===== config.mk =====
export PLATFORM = sky130hd
export DESIGN_NAME = edge_irq_ctrl
export DESIGN_NICKNAME = d
export VERILOG_FILES = /design/src/rtl/eic_pkg.sv /design/src/rtl/eic_line_sync.sv /design/src/rtl/eic_trig_regs.sv /design/src/rtl/eic_pending.sv /design/src/rtl/edge_irq_ctrl.sv
export SDC_FILE = /design/constraint.sdc
export NUM_CORES = 1
export LEC_CHECK = 0
export BUFFER_PORTS_ARGS = -buffer_cell sky130_fd_sc_hd__clkbuf_2
export CAP_MARGIN = 20
export CORE_MARGIN = 2
export CORE_UTILIZATION = 55
export CTS_CLUSTER_SIZE = 16
export DETAILED_ROUTE_END_ITERATION = 8
export PLACE_DENSITY = 0.78
export SYNTH_ARGS = -nofsm -noshare
export SYNTH_HDL_FRONTEND = slang
export SYNTH_SLANG_ARGS = --single-unit

===== constraint.sdc =====
create_clock -name clk_i -period 4.85 [get_ports clk_i]
set_input_delay 0.97 -clock clk_i [delete_from_list [all_inputs] [get_ports clk_i]]
set_output_delay 0.97 -clock clk_i [all_outputs]
set_load 0.005 [all_outputs]

===== src/rtl/eic_pkg.sv =====
package eic_pkg;
  localparam int unsigned OFS_RISE = 32'h08;
  localparam int unsigned OFS_FALL = 32'h0C;
  localparam int unsigned OFS_PEND = 32'h14;
endpackage


===== src/rtl/eic_line_sync.sv =====
module eic_line_sync #(
  parameter int unsigned N = 23
) (
  input  logic         clk_i,
  input  logic         rst_n_i,
  input  logic [N-1:0] line_i,
  output logic [N-1:0] rise_o,
  output logic [N-1:0] fall_o
);
  for (genvar g = 0; g < N; g++) begin : g_line
    logic meta_q, sync_q, prev_q;
    logic meta_d, sync_d, prev_d;

    always_comb begin
      meta_d = line_i[g];
      sync_d = meta_q;
      prev_d = sync_q;
    end

    always_ff @(posedge clk_i or negedge rst_n_i) begin
      if (!rst_n_i) begin
        meta_q <= 1'b0;
        sync_q <= 1'b0;
        prev_q <= 1'b0;
      end else begin
        meta_q <= meta_d;
        sync_q <= sync_d;
        prev_q <= prev_d;
      end
    end

    assign rise_o[g] = sync_q & ~prev_q;
    assign fall_o[g] = ~sync_q & prev_q;

    // a level cannot yield two rising events in a row
    a_r6_single_rise: assert property (@(posedge clk_i) disable iff (!rst_n_i)
      rise_o[g] |=> !rise_o[g]);
    a_r6_single_fall: assert property (@(posedge clk_i) disable iff (!rst_n_i)
      fall_o[g] |=> !fall_o[g]);
  end
endmodule


===== src/rtl/eic_trig_regs.sv =====
module eic_trig_regs
  import eic_pkg::*;
#(
  parameter int unsigned N      = 23,
  parameter logic [N-1:0] MASK  = 23'h7D_FFFF,
  parameter int unsigned ADDR_W = 8,
  parameter int unsigned DATA_W = 32
) (
  input  logic              clk_i,
  input  logic              rst_n_i,
  input  logic [ADDR_W-1:0] addr_i,
  input  logic [DATA_W-1:0] wdata_i,
  input  logic              wen_i,
  input  logic [N-1:0]      pend_i,
  output logic [N-1:0]      rise_en_o,
  output logic [N-1:0]      fall_en_o,
  output logic              wr_rise_o,
  output logic [N-1:0]      clr_o,
  output logic [DATA_W-1:0] rdata_o
);
  logic sel_rise, sel_fall, sel_pend, sel_any;
  logic [N-1:0] rise_q, rise_d, fall_q, fall_d, wmask;
  logic rise_ce, fall_ce;

  assign sel_rise = (addr_i == ADDR_W'(OFS_RISE));
  assign sel_fall = (addr_i == ADDR_W'(OFS_FALL));
  assign sel_pend = (addr_i == ADDR_W'(OFS_PEND));
  assign sel_any  = sel_rise | sel_fall | sel_pend;
  assign wmask    = wdata_i[N-1:0] & MASK;

  always_comb begin
    rise_ce = wen_i & sel_rise;
    fall_ce = wen_i & sel_fall;
    rise_d  = rise_ce ? wmask : rise_q;
    fall_d  = fall_ce ? wmask : fall_q;
  end

  always_ff @(posedge clk_i or negedge rst_n_i) begin
    if (!rst_n_i) begin
      rise_q <= '0;
      fall_q <= '0;
    end else begin
      rise_q <= rise_d;
      fall_q <= fall_d;
    end
  end

  assign rise_en_o = rise_q;
  assign fall_en_o = fall_q;
  assign wr_rise_o = wen_i & sel_rise;
  assign clr_o     = (wen_i && sel_pend) ? wmask : '0;

  always_comb begin
    rdata_o = '0;
    if (sel_rise)      rdata_o[N-1:0] = rise_q;
    else if (sel_fall) rdata_o[N-1:0] = fall_q;
    else if (sel_pend) rdata_o[N-1:0] = pend_i;
  end

  // a write to the rising-enable offset lands masked next cycle
  a_r2_rise_write: assert property (@(posedge clk_i) disable iff (!rst_n_i)
    (wen_i && sel_rise) |=> (rise_q == $past(wdata_i[N-1:0] & MASK)));

  a_r3_fall_write: assert property (@(posedge clk_i) disable iff (!rst_n_i)
    (wen_i && sel_fall) |=> (fall_q == $past(wdata_i[N-1:0] & MASK)));
  // unmapped writes leave configuration untouched
  a_r10_unmapped_write: assert property (@(posedge clk_i) disable iff (!rst_n_i)
    (wen_i && !sel_any) |=> ($stable(rise_q) && $stable(fall_q)));
endmodule


===== src/rtl/eic_pending.sv =====
module eic_pending #(
  parameter int unsigned N     = 23,
  parameter logic [N-1:0] MASK = 23'h7D_FFFF
) (
  input  logic         clk_i,
  input  logic         rst_n_i,
  input  logic [N-1:0] set_i,
  input  logic [N-1:0] clr_i,
  output logic [N-1:0] pend_o,
  output logic         irq_o
);
  logic [N-1:0] pend_q, pend_d;
  logic irq_q, irq_d;

  always_comb begin
    pend_d = ((pend_q & ~clr_i) | set_i) & MASK;
    irq_d  = |pend_q;
  end

  always_ff @(posedge clk_i or negedge rst_n_i) begin
    if (!rst_n_i) begin
      pend_q <= '0;
      irq_q  <= 1'b0;
    end else begin
      pend_q <= pend_d;
      irq_q  <= irq_d;
    end
  end

  assign pend_o = pend_q;
  assign irq_o  = irq_q;

  // a new event is never lost, even against a clear
  a_r8_set_wins: assert property (@(posedge clk_i) disable iff (!rst_n_i)
    ((set_i & MASK) != '0) |=> ((pend_q & $past(set_i & MASK)) == $past(set_i & MASK)));
  // a clear with no competing event empties the bit
  a_r8_w1c: assert property (@(posedge clk_i) disable iff (!rst_n_i)
    ((clr_i & ~set_i) != '0) |=> ((pend_q & $past(clr_i & ~set_i)) == '0));
endmodule


===== src/rtl/edge_irq_ctrl.sv =====
module edge_irq_ctrl #(
  parameter int unsigned N          = 23,
  parameter logic [N-1:0] LINE_MASK = 23'h7D_FFFF,
  parameter int unsigned ADDR_W     = 8,
  parameter int unsigned DATA_W     = 32
) (
  input  logic              clk_i,
  input  logic              rst_n_i,
  input  logic [N-1:0]      line_i,
  input  logic [ADDR_W-1:0] addr_i,
  input  logic [DATA_W-1:0] wdata_i,
  input  logic              wen_i,
  output logic [DATA_W-1:0] rdata_o,
  output logic              irq_o
);
  logic [1:0] rst_sync_q;
  logic       rst_n;

  always_ff @(posedge clk_i or negedge rst_n_i) begin
    if (!rst_n_i) rst_sync_q <= 2'b00;
    else          rst_sync_q <= {rst_sync_q[0], 1'b1};
  end
  assign rst_n = rst_sync_q[1];

  logic [N-1:0] rise_ev, fall_ev, rise_en, fall_en, clr, pend, set;
  logic [N-1:0] rise_hit, fall_hit;
  logic         wr_rise;

  eic_line_sync #(.N(N)) u_sync (
    .clk_i(clk_i), .rst_n_i(rst_n), .line_i(line_i),
    .rise_o(rise_ev), .fall_o(fall_ev)
  );

  eic_trig_regs #(.N(N), .MASK(LINE_MASK), .ADDR_W(ADDR_W), .DATA_W(DATA_W)) u_regs (
    .clk_i(clk_i), .rst_n_i(rst_n), .addr_i(addr_i), .wdata_i(wdata_i),
    .wen_i(wen_i), .pend_i(pend), .rise_en_o(rise_en), .fall_en_o(fall_en),
    .wr_rise_o(wr_rise), .clr_o(clr), .rdata_o(rdata_o)
  );

  always_comb begin
    rise_hit = wr_rise ? '0 : (rise_ev & rise_en);
    fall_hit = fall_ev & fall_en;
    set      = rise_hit | fall_hit;
  end

  eic_pending #(.N(N), .MASK(LINE_MASK)) u_pend (
    .clk_i(clk_i), .rst_n_i(rst_n), .set_i(set), .clr_i(clr),
    .pend_o(pend), .irq_o(irq_o)
  );

  // during a rising-enable write only falling events may add pending bits
  a_r7_rise_write_drop: assert property (@(posedge clk_i) disable iff (!rst_n)
    wr_rise |=> (((pend & ~$past(pend)) & ~$past(fall_hit)) == '0));

  a_r9_irq_high: assert property (@(posedge clk_i) disable iff (!rst_n)
    (pend != '0) |=> irq_o);
  a_r9_irq_low: assert property (@(posedge clk_i) disable iff (!rst_n)
    (pend == '0) |=> !irq_o);
endmodule


# Word level (Yosys, flattened, before mapping)
# Index checks and enable logic that the tools add are counted.
# W data, S select, Z words.
# op_classes
eq_ne	3
n_mux	5
bitwise_logic	100
reduce_logical	2
# ops
cell	count
$mux W23	5
$and A23 B23 Y23	3
$and A1 B1 Y1	48
$not A1 Y1	46
$or A23 B23 Y23	2
$not A23 Y23	1
$reduce_or A22 Y1	1
$eq A8 B4 Y1 const B	2
$eq A8 B5 Y1 const B	1
$logic_and A1 B1 Y1	1
# word_totals
regBits	138
inputBits	66
output_inout_bits	33
wordCells	184

# Depth between registers and ports, before layout
# Gate-level depths: netlist of the first run.
# depth
ltp_word	6
mapped_depth	5
depth_no_buf	3

# Modules after synthesis
# From an unflattened synthesis of the first run, not the netlist that was laid out.
# hier_totals
cells_unflattened	533
area_unflattened_um2	6274.8
# modules_own_cells
mod	instances	cells_per_inst	area_each_um2	seq_area_each_um2
eic_trig_regs	1	268	2824.0	1101.1
eic_line_sync	1	115	2129.5	1726.7
eic_pending	1	76	882.1	575.6
edge_irq_ctrl	1	74	439.2	50.0

# Worst setup path after synthesis of the first run
# OpenSTA, ideal clock, no wires.
# synth_timing
kind	input to output
startpoint	input port addr_i[7]
endpoint	output port rdata_o[10]
arrival_time_ps	1923
t_required_ps	3880
setup_slack_ps	1957
path_stages	5
path_buffers	2
path_cell_list	nor4_4 -> buf_6 -> clkbuf_1 -> and3_1 -> a221o_1
# synth_between
elab_chain_len	4
word_cells_on_any_way	6
classes_between	eq/ne (3); mux (3)
# synth_lines
item	line_no	rtl
from (decl)	edge_irq_ctrl.sv:10	input logic [ADDR_W-1:0] addr_i,
$eq A8 B5 Y1	eic_trig_regs.sv:27	assign sel_pend = (addr_i == ADDR_W'(OFS_PEND));
$mux W23	eic_trig_regs.sv:57	else if (sel_pend) rdata_o[N-1:0] = pend_i;
$mux W23	eic_trig_regs.sv:56	else if (sel_fall) rdata_o[N-1:0] = fall_q;
$mux W23 (*)	eic_trig_regs.sv:55	if (sel_rise) rdata_o[N-1:0] = rise_q;
to (decl)	edge_irq_ctrl.sv:13	output logic [DATA_W-1:0] rdata_o,
# Every way passes the cells marked *; elsewhere a longest branch is shown, timed or not.

# Final worst setup path of the first run
# layout_timing
startpoint	input port addr_i[4]
endpoint	output port rdata_o[10]
# Same word-level chain as after synthesis.

==> results.yml, run 1 <==
logic_synthesis:
  yosysUniqueCellTypes: 30
  synth-seq-cells: 135
  syn_inst: 384
  yosysSeqAreaShare: 0.6145
  syn-cell-area_sq_um: 5498
  ys_warn_count: 0
  synth_top_area_cell: "dfrtp_1"
  yosys-top-cells-area: "dfrtp_1 61%, mux2_4 5.5%, mux2_2 4.9%"
  post_synth.cell_area_avg_sq_um: 14.32
  yosysTopAreaCellShare: 0.6145
timing:
  finalSetupViolCount: 0
  worstMarginPinSlew_ps: 893.1
  post-route-period-util: 0.7948
  slew_headroom: 0.4046
  hold_viol: 0
  timing.final.max_slew_violations: 0
  rsz0062_at_grt: "no"
  fin_skew_ps: 4.928
  setup_tns_ps: 0
  layout_min_cycle_time_ps: 3855
  fmax_mhz: 259.4
cells_and_area:
  nNetsFinal: 531
  design_area_sq_um: 6539
  layout_commonest_cell: "dfrtp_1"
  area_delta_synth_final_pct: 18.93
  utilization: 0.6721
  multiInputGateArea_sq_um: 1861
  final_cell_mix: "134 x dfrtp_1, 77 x clkbuf_2, 24 x mux2_2"
  fillers: 691
  seqCellArea_sq_um: 3382
  drive_above_1_share: 0.3410
  diodes: 0
cts:
  cts_tree: "yes"
  cts-resized-gates: 0
  h-tree-depth: 4
  insertion_delay_ps: 520
  clock-sinks: 135
  clk_pin_slew_ps: 60
  cts_setup_buffers: 0
  clk_path_buf_depth: 2
  cts-hold-fix-buffers: 0
  ctsRootBufferMaster: "clkbuf_8"
  cts_buffers: 17
floorplan:
  row_count: 36
  die_area_sq_um: 10810
  core_area_sq_um: 9729
  initial_core_util: 0.5651
  num_io_pins: 99
  die_x_microns: 104.0
  fp.dieH_microns: 104.0
setup_path:
  reg2reg_setup_slack_ps: 3100
  critPathKind: "input port to output pin"
  crit_path_end_kind: "output pin"
  regToRegEndpoint: "u_sync.g_line[14].prev_q"
  crit_path_end: "rdata_o[10]"
  arrival_ps: 2880
  crit_required_ps: 3880
  r2r_start: "rst_sync_q[1]"
  cp-startpoint: "addr_i[4]"
  cp-start-kind: "input port"
  r2r_cells: 1
  worstPathMaxFanout: 12
outcome:
  outcome: "completed"
pwr:
  total_power_mw: 2.615
  power_density_nw_per_um2: 399.9
  leakage_nw: 3.357
  ir_worst_vdd_uv: 271.4
grt:
  grt_first_pass_wirelength_microns: 19170
  antenna_found_initial: 0
  grt_max_degree: 73
  grt_usage: 0.2288
  overflow: 0
  grt_pass1_vias: 3786
route:
  drtPass1Iterations: 4
  route.vias.total: 3592
  via_per_inst: 5.879
  post-route-drc-count: 0
  drtIter0Drc: 237
  wirelength_microns: 11640
  final_antenna_net_count: 0
  routedWlPerCell_microns: 19.04
place:
  dp_hpwl_microns: 6909
  placed_cell_area_sq_um: 5941
  gp_congestion: 0.7539
  port_buffers: 77
run:
  max_cap_violations: 0
worst_hold_path:
  hold_class: "input port to async pin"
-- cells in the mapped netlist --
cell / n
dfrtp_1: 135
mux2_2: 24
inv_1: 23
a221o_1: 22
a41oi_1: 22
and3_1: 22
a311o_1: 21
and3b_1: 21
nor2b_1: 21
mux2_4: 20
buf_4: 10
buf_2: 8
clkbuf_1: 8
buf_6: 5
nor4_1: 4
and2_0: 2
conb_1: 2
nand4_1: 2
a211o_1: 1
a311oi_1: 1
and4bb_1: 1
clkbuf_2: 1
nand2_1: 1
nand3_1: 1
nand3_4: 1
nor2_1: 1
nor4_4: 1
nor4b_4: 1
nor4bb_1: 1
or4_1: 1
-- registers in the layout, summed over array words and instances (netlist names) --
name	flops
u_pend.irq_o	1
rst_sync_q	2
u_regs.fall_en_o	22
u_pend.pend_o	22
u_sync.g_line.meta_q	22
u_sync.g_line.prev_d	22
u_sync.g_line.prev_q	22
u_regs.rise_en_o	22
-- kinds of logic (layout without fill, tap and decap cells) --
logic type | count (synthesis) | in the layout | synth area share
flip-flops | 135 | 135 | 0.6145
AND/OR/NAND/NOR | 81 | 81 | 0.1106
AO/OA/AOI/OAI | 67 | 67 | 0.1165
buffers and inverters | 55 | 140 | 0.05325
multiplexers | 44 | 44 | 0.1038
other | 2 | 11 | 0.001366
-- metrics by stage --
stage	worst slack, ps	hold slack, ps	instances
CTS	1072	193.9	611
finish	995.3	221.0	611
floorplan	810.2	331.2	393
global placement	1123	331.6	579
detailed placement	1085	334.7	579
global route	971.8	195.8	611
-- how the worst min path moves through the flow --
| stage | to | slack, ps | cells after the start |
|---|---|---|---|
| 6_report | rst_sync_q[1] | 220 | 1 |
| 5_1_grt | rst_sync_q[1] | 200 | 1 |
| 4_1_cts | rst_sync_q[1] | 190 | 1 |
| 3_5_place_dp | u_sync.g_line[1].prev_d | 330 | 0 |
| 3_3_place_gp | u_sync.g_line[11].prev_d | 330 | 0 |
| 2_1_floorplan | rst_sync_q[1] | 330 | 0 |
-- layout make-up --
class / count / share of cell area
tap: 133 / 0.02545
inverter: 23 / 0.01320
sequential: 135 / 0.5172
clock inverter: 11 / 0.02277
timing repair buffer: 85 / 0.06812
multi-input combinational: 203 / 0.2845
clock buffer: 21 / 0.06870
-- power by group --
| part | switching (mW) | total (mW) | internal, mW |
|---|---|---|---|
| sequential | 0.0459 | 1.23 | 1.18 |
| clock | 0.466 | 1.28 | 0.810 |
| combinational | 0.0542 | 0.110 | 0.0562 |
-- routing by layer --
metal,global-route usage,vias up,routed length [microns]
met2,0.3708,126,5849
met4,0.07239,0,171
met3,0.08208,14,664
li1,-,1591,-
met1,0.2894,1861,4951
met5,0,-,0
-- worst max-delay path, cell delays in order --
cell      delay (ps)
clkbuf_2         110
nor4bb_1         380
and2_0           750
buf_4            350
a221o_1          210
clkbuf_2         120
Note: power is estimated with default switching activity, not from simulation.
==> run 2: changes to the inputs <==
- CORE_UTILIZATION: 55 -> 50
- PLACE_DENSITY: 0.78 -> 0.75
- clock period: 4.85 -> 3.16 ns (I/O delays scaled with it)
==> results.yml, run 2 (synthesis gave the netlist of run 1 again) <==
grt:
  antenna_found_initial: 0
  grt_pass1_vias: 3818
  grt_max_degree: 72
  grt_usage: 0.2162
  grt_first_pass_wirelength_microns: 19210
  overflow: 0
cts:
  ctsRootBufferMaster: "clkbuf_8"
  cts-hold-fix-buffers: 1
  insertion_delay_ps: 510
  clk_path_buf_depth: 2
  cts_tree: "yes"
  h-tree-depth: 4
  cts-resized-gates: 0
  cts_buffers: 17
  cts_setup_buffers: 0
  clk_pin_slew_ps: 60
  clock-sinks: 135
pwr:
  internal_power_mw: 3.258
  swShare: 0.2086
  pwr-share-comb: 0.043
  power_density_nw_per_um2: 619.2
  ir_worst_vdd_uv: 427.7
  seqPwrFrac: 0.458
  p_sw_uw: 858.8
  total_power_mw: 4.117
  leakage_nw: 3.415
  pwr-share-clk: 0.499
worst_hold_path:
  whs_path_depth: 1
  hold_class: "input port to register"
route:
  via_per_inst: 5.840
  drtPass1Iterations: 5
  routedWlPerCell_microns: 19.09
  wirelength_microns: 11950
  wl_met2_microns: 6056
  route.vias.total: 3656
  wl_met3_microns: 753
  final_antenna_net_count: 0
  met1_length_microns: 4932
  top_layer: "met4"
  drtIter0Drc: 195
  post-route-drc-count: 0
timing:
  rsz0062_at_grt: "no"
  layout_min_cycle_time_ps: 2735
  timing.final.max_slew_violations: 0
  finalSetupViolCount: 0
  fmax_mhz: 365.7
  worstMarginPinSlew_ps: 894.0
  slew_headroom: 0.4040
  hold_viol: 0
  layout_setup_ws_ps: 425.1
  fin_skew_ps: 6.769
  setup_tns_ps: 0
  post-route-period-util: 0.8655
floorplan:
  num_io_pins: 99
  row_count: 38
  fp.dieH_microns: 108.9
  core_area_sq_um: 10790
  die_area_sq_um: 11850
  initial_core_util: 0.5094
  die_x_microns: 108.9
place:
  dp_hpwl_microns: 7513
  gp_congestion: 0.7737
  place_ws_ps: 467.8
  port_buffers: 77
setup_path:
  critPathSlowestCell: "nor4bb_1"
  crit_path_end_kind: "output pin"
  slowest_delay_ps: 510
  arrival_ps: 2100
  critPathKind: "input port to output pin"
  r2r_cells: 3
  crit_top_cell: "clkbuf_2"
  cp-start-kind: "input port"
  worstPathMaxFanout: 14
  crit_required_ps: 2530
  crit_path_cell_trace: "clkbuf_2 -> nor4bb_1 -> and2_0 -> buf_4 -> a221o_1 -> clkbuf_2"
cells_and_area:
  nNetsFinal: 539
  layout_commonest_cell: "dfrtp_1"
  final_cell_mix: "134 x dfrtp_1, 77 x clkbuf_2, 24 x mux2_2"
  area_delta_synth_final_pct: 20.94
  diodes: 0
  drive_above_1_share: 0.3519
outcome:
  outcome: "completed"
run:
  max_cap_violations: 0
[run 2: worst max-delay path, delay by kind of cell]
family	cells	cell delay, ps
and+or+nand+nor	2	760
buffers and inverters	3	500
AOI/OAI and AO/OA	1	220
[run 2: worst paths after layout]
kind	startpoint	endpoint	slack, ps
min reg2reg	u_sync.g_line[19].meta_q	u_sync.g_line[19].prev_d	350
max in group asynchronous	rst_sync_q[1]	u_sync.g_line[2].prev_d	1870
min in group asynchronous	rst_n_i	rst_sync_q[1]	440
min	line_i[13]	u_sync.g_line[13].meta_q	220
max reg2reg	u_pend.pend_o[7]	u_pend.irq_o	1460
max	addr_i[4]	rdata_o[11]	430
[run 2: metal layers]
metal	global-route usage	vias to the layer above
met5	0	-
met4	0.09890	0
met3	0.06455	15
met2	0.3416	150
met1	0.2749	1887
li1	-	1604
[run 2: area by class of cell]
class	count	area (sq um)
sequential	135	3382
clock inverter	14	206.4
tap	140	175.2
multi-input combinational	203	1861
timing repair buffer	93	520.5
clock buffer	18	417.9
fill	810	4144
inverter	23	86.33
[run 2: through the flow]
step	utilization	hold WS (ps)	cell area, sq um	instances
6_report	0.6160	223.0	6649	626
5_1_grt	0.6160	195.3	6649	626
4_1_cts	0.6160	198.6	6649	626
3_5_place_dp	0.5573	334.7	6015	593
3_3_place_gp	0.5573	331.3	6015	593
2_1_floorplan	-	331.1	5533	393
[run 2: power groups by stage]
stage | logic, mW | registers (mW) | clock network [mW]
5_1_grt | 0.195 | 1.90 | 2.19
3_3_place_gp | 0.166 | 1.91 | 0
6_report | 0.176 | 1.89 | 2.06
4_1_cts | 0.177 | 1.89 | 2.10
3_5_place_dp | 0.174 | 1.91 | 0
2_1_floorplan | 0.101 | 1.90 | 0
==> run 3: changes to the inputs <==
- ABC_AREA: unset -> 1
- CORE_MARGIN: 2 -> unset
==> results.yml, run 3 <==
cts:
  cts_tree: "yes"
  insertion_delay_ps: 510
  cts_setup_buffers: 0
  cts-resized-gates: 0
  clk_path_buf_depth: 2
  clk_pin_slew_ps: 60
  ctsRootBufferMaster: "clkbuf_8"
  cts_buffers: 17
  clock-sinks: 135
  cts-hold-fix-buffers: 1
  h-tree-depth: 4
route:
  via_per_inst: 5.110
  top_layer: "met4"
  wl_met3_microns: 570
  post-route-drc-count: 0
  drtIter0Drc: 190
  wl_met2_microns: 5486
  drtPass1Iterations: 4
  routedWlPerCell_microns: 14.03
  met1_length_microns: 4854
  wirelength_microns: 11140
  final_antenna_net_count: 0
  route.vias.total: 4057
floorplan:
  die_x_microns: 105.8
  initial_core_util: 0.5197
  core_area_sq_um: 10370
  num_io_pins: 99
  die_area_sq_um: 11200
  row_count: 37
  fp.dieH_microns: 105.8
timing:
  timing.final.max_slew_violations: 0
  post-route-period-util: 0.7649
  slew_headroom: 0.3700
  worstMarginPinSlew_ps: 945.0
  finalSetupViolCount: 0
  fmax_mhz: 413.7
  fin_skew_ps: 6.687
  layout_min_cycle_time_ps: 2417
  rsz0062_at_grt: "no"
  setup_tns_ps: 0
  hold_viol: 0
logic_synthesis:
  synth_top_area_cell: "dfrtp_1"
  synthTopCellsByCount: "163 x nand2_1, 135 x dfrtp_1, 88 x nand3_1"
  ys.flop_type: "dfrtp_1"
  yosysSeqAreaShare: 0.6269
  yosysTopAreaCellShare: 0.6269
  syn-cell-area_sq_um: 5389
  yosys-top-cells-area: "dfrtp_1 63%, nand2_1 11%, nand3_1 8.2%"
  ys_async_sr_fraction: 1.000
  yosysMostFrequentCell: "nand2_1"
  synth-seq-cells: 135
  yosysUniqueCellTypes: 24
  post_synth.cell_area_avg_sq_um: 9.606
  synth_edf_count: 0
  ys_warn_count: 0
  syn_inst: 561
cells_and_area:
  area_delta_synth_final_pct: 20.36
  stdcell_count: 794
  final_cell_mix: "163 x nand2_1, 134 x dfrtp_1, 88 x nand3_1"
  drive_above_1_share: 0.2036
  seqCellArea_sq_um: 3382
  layout_commonest_cell: "nand2_1"
  nNetsFinal: 711
  diodes: 0
  fillers: 843
  multiInputGateArea_sq_um: 1640
  utilization: 0.6255
  design_area_sq_um: 6486
grt:
  grt_max_degree: 77
  grt_first_pass_wirelength_microns: 18600
  antenna_found_initial: 0
  grt_usage: 0.2175
  overflow: 0
  grt_pass1_vias: 4100
setup_path:
  r2r_cells: 1
  crit_required_ps: 2530
  cp-start-kind: "input port"
  worstPathMaxFanout: 22
  reg2reg_setup_slack_ps: 1780
  crit_path_end_kind: "output pin"
  arrival_ps: 1790
  cp-startpoint: "addr_i[4]"
  r2r_start: "rst_sync_q[1]"
  critPathKind: "input port to output pin"
  crit_path_end: "rdata_o[1]"
  regToRegEndpoint: "u_sync.g_line[10].prev_q"
place:
  placed_cell_area_sq_um: 5866
  dp_hpwl_microns: 6911
  placed_cells: 761
  gp_congestion: 0.7811
  port_buffers: 77
pwr:
  leakage_nw: 3.118
  ir_worst_vdd_uv: 430.4
  power_density_nw_per_um2: 621.7
run:
  max_cap_violations: 0
outcome:
  outcome: "completed"
worst_hold_path:
  hold_class: "input port to register"
-- run 3: cell count changes in the layout (fill, tap and decap cells not counted), moves of 24 or more --
cell	delta
inv_1	+24
mux2_2	-24
nand2_1	+162
nand3_1	+87
o21ai_1	+38
-- run 3: how the worst min path moves through the flow --
stage                                   from                  endpoint  slack, ps  cells past startpoint
floorplan                      rst_sync_q[0]             rst_sync_q[1]        330                      0
global placement    u_sync.g_line[16].meta_q  u_sync.g_line[16].prev_d        330                      0
detailed placement  u_sync.g_line[13].meta_q  u_sync.g_line[13].prev_d        330                      0
CTS                               line_i[16]  u_sync.g_line[16].meta_q        200                      1
global route                       line_i[9]   u_sync.g_line[9].meta_q        200                      1
finish                            line_i[19]  u_sync.g_line[19].meta_q        220                      1
-- run 3: through the flow --
stage,setup slack (ps),hold slack (ps),total power [mW]
3_3_place_gp,775.0,331.7,2.051
6_report,742.8,220.1,4.033
5_1_grt,652.2,198.3,4.166
2_1_floorplan,915.1,331.1,1.989
4_1_cts,729.3,196.7,4.067
3_5_place_dp,754.8,334.7,2.061
-- run 3: cell families (layout without fill, tap and decap cells) --
logic type,Yosys count,in the layout,share of synthesized area
and+or+nand+nor,298,298,0.2533
other,2,11,0.001394
DFF,135,135,0.6269
AOI/OAI and AO/OA,44,44,0.04226
buffers and inverters,82,170,0.07615
-- run 3: worst max-delay path, cell delays in order --
cell and delay (ps):
clkbuf_2 90, inv_1 50, nand2_1 130, nor3_4 200, buf_4 320, nand2_1 110, nand3_1 130, clkbuf_2 130
-- run 3: final cells by class --
cell class	count	share of cell area
Clock buffer	19	0.06655
Clock inverter	13	0.02758
Inverter	50	0.02894
Multi-Input combinational cell	353	0.2529
Sequential cell	135	0.5214
Tap cell	136	0.02623
Timing Repair Buffer	88	0.07639
-- run 3: where the power goes --
group | leakage [nW] | internal, mW | total, mW | switching [mW]
Sequential | 1.60 | 1.81 | 1.88 | 0.0684
Clock | 0.290 | 1.30 | 2.00 | 0.704
Combinational | 1.22 | 0.0620 | 0.150 | 0.0882
-- run 3: routing by layer --
metal  vias up  GRT usage
li1       1956          -
met1      1952     0.2801
met2       128     0.3431
met3        21    0.05504
met4         0     0.1081
met5         -          0
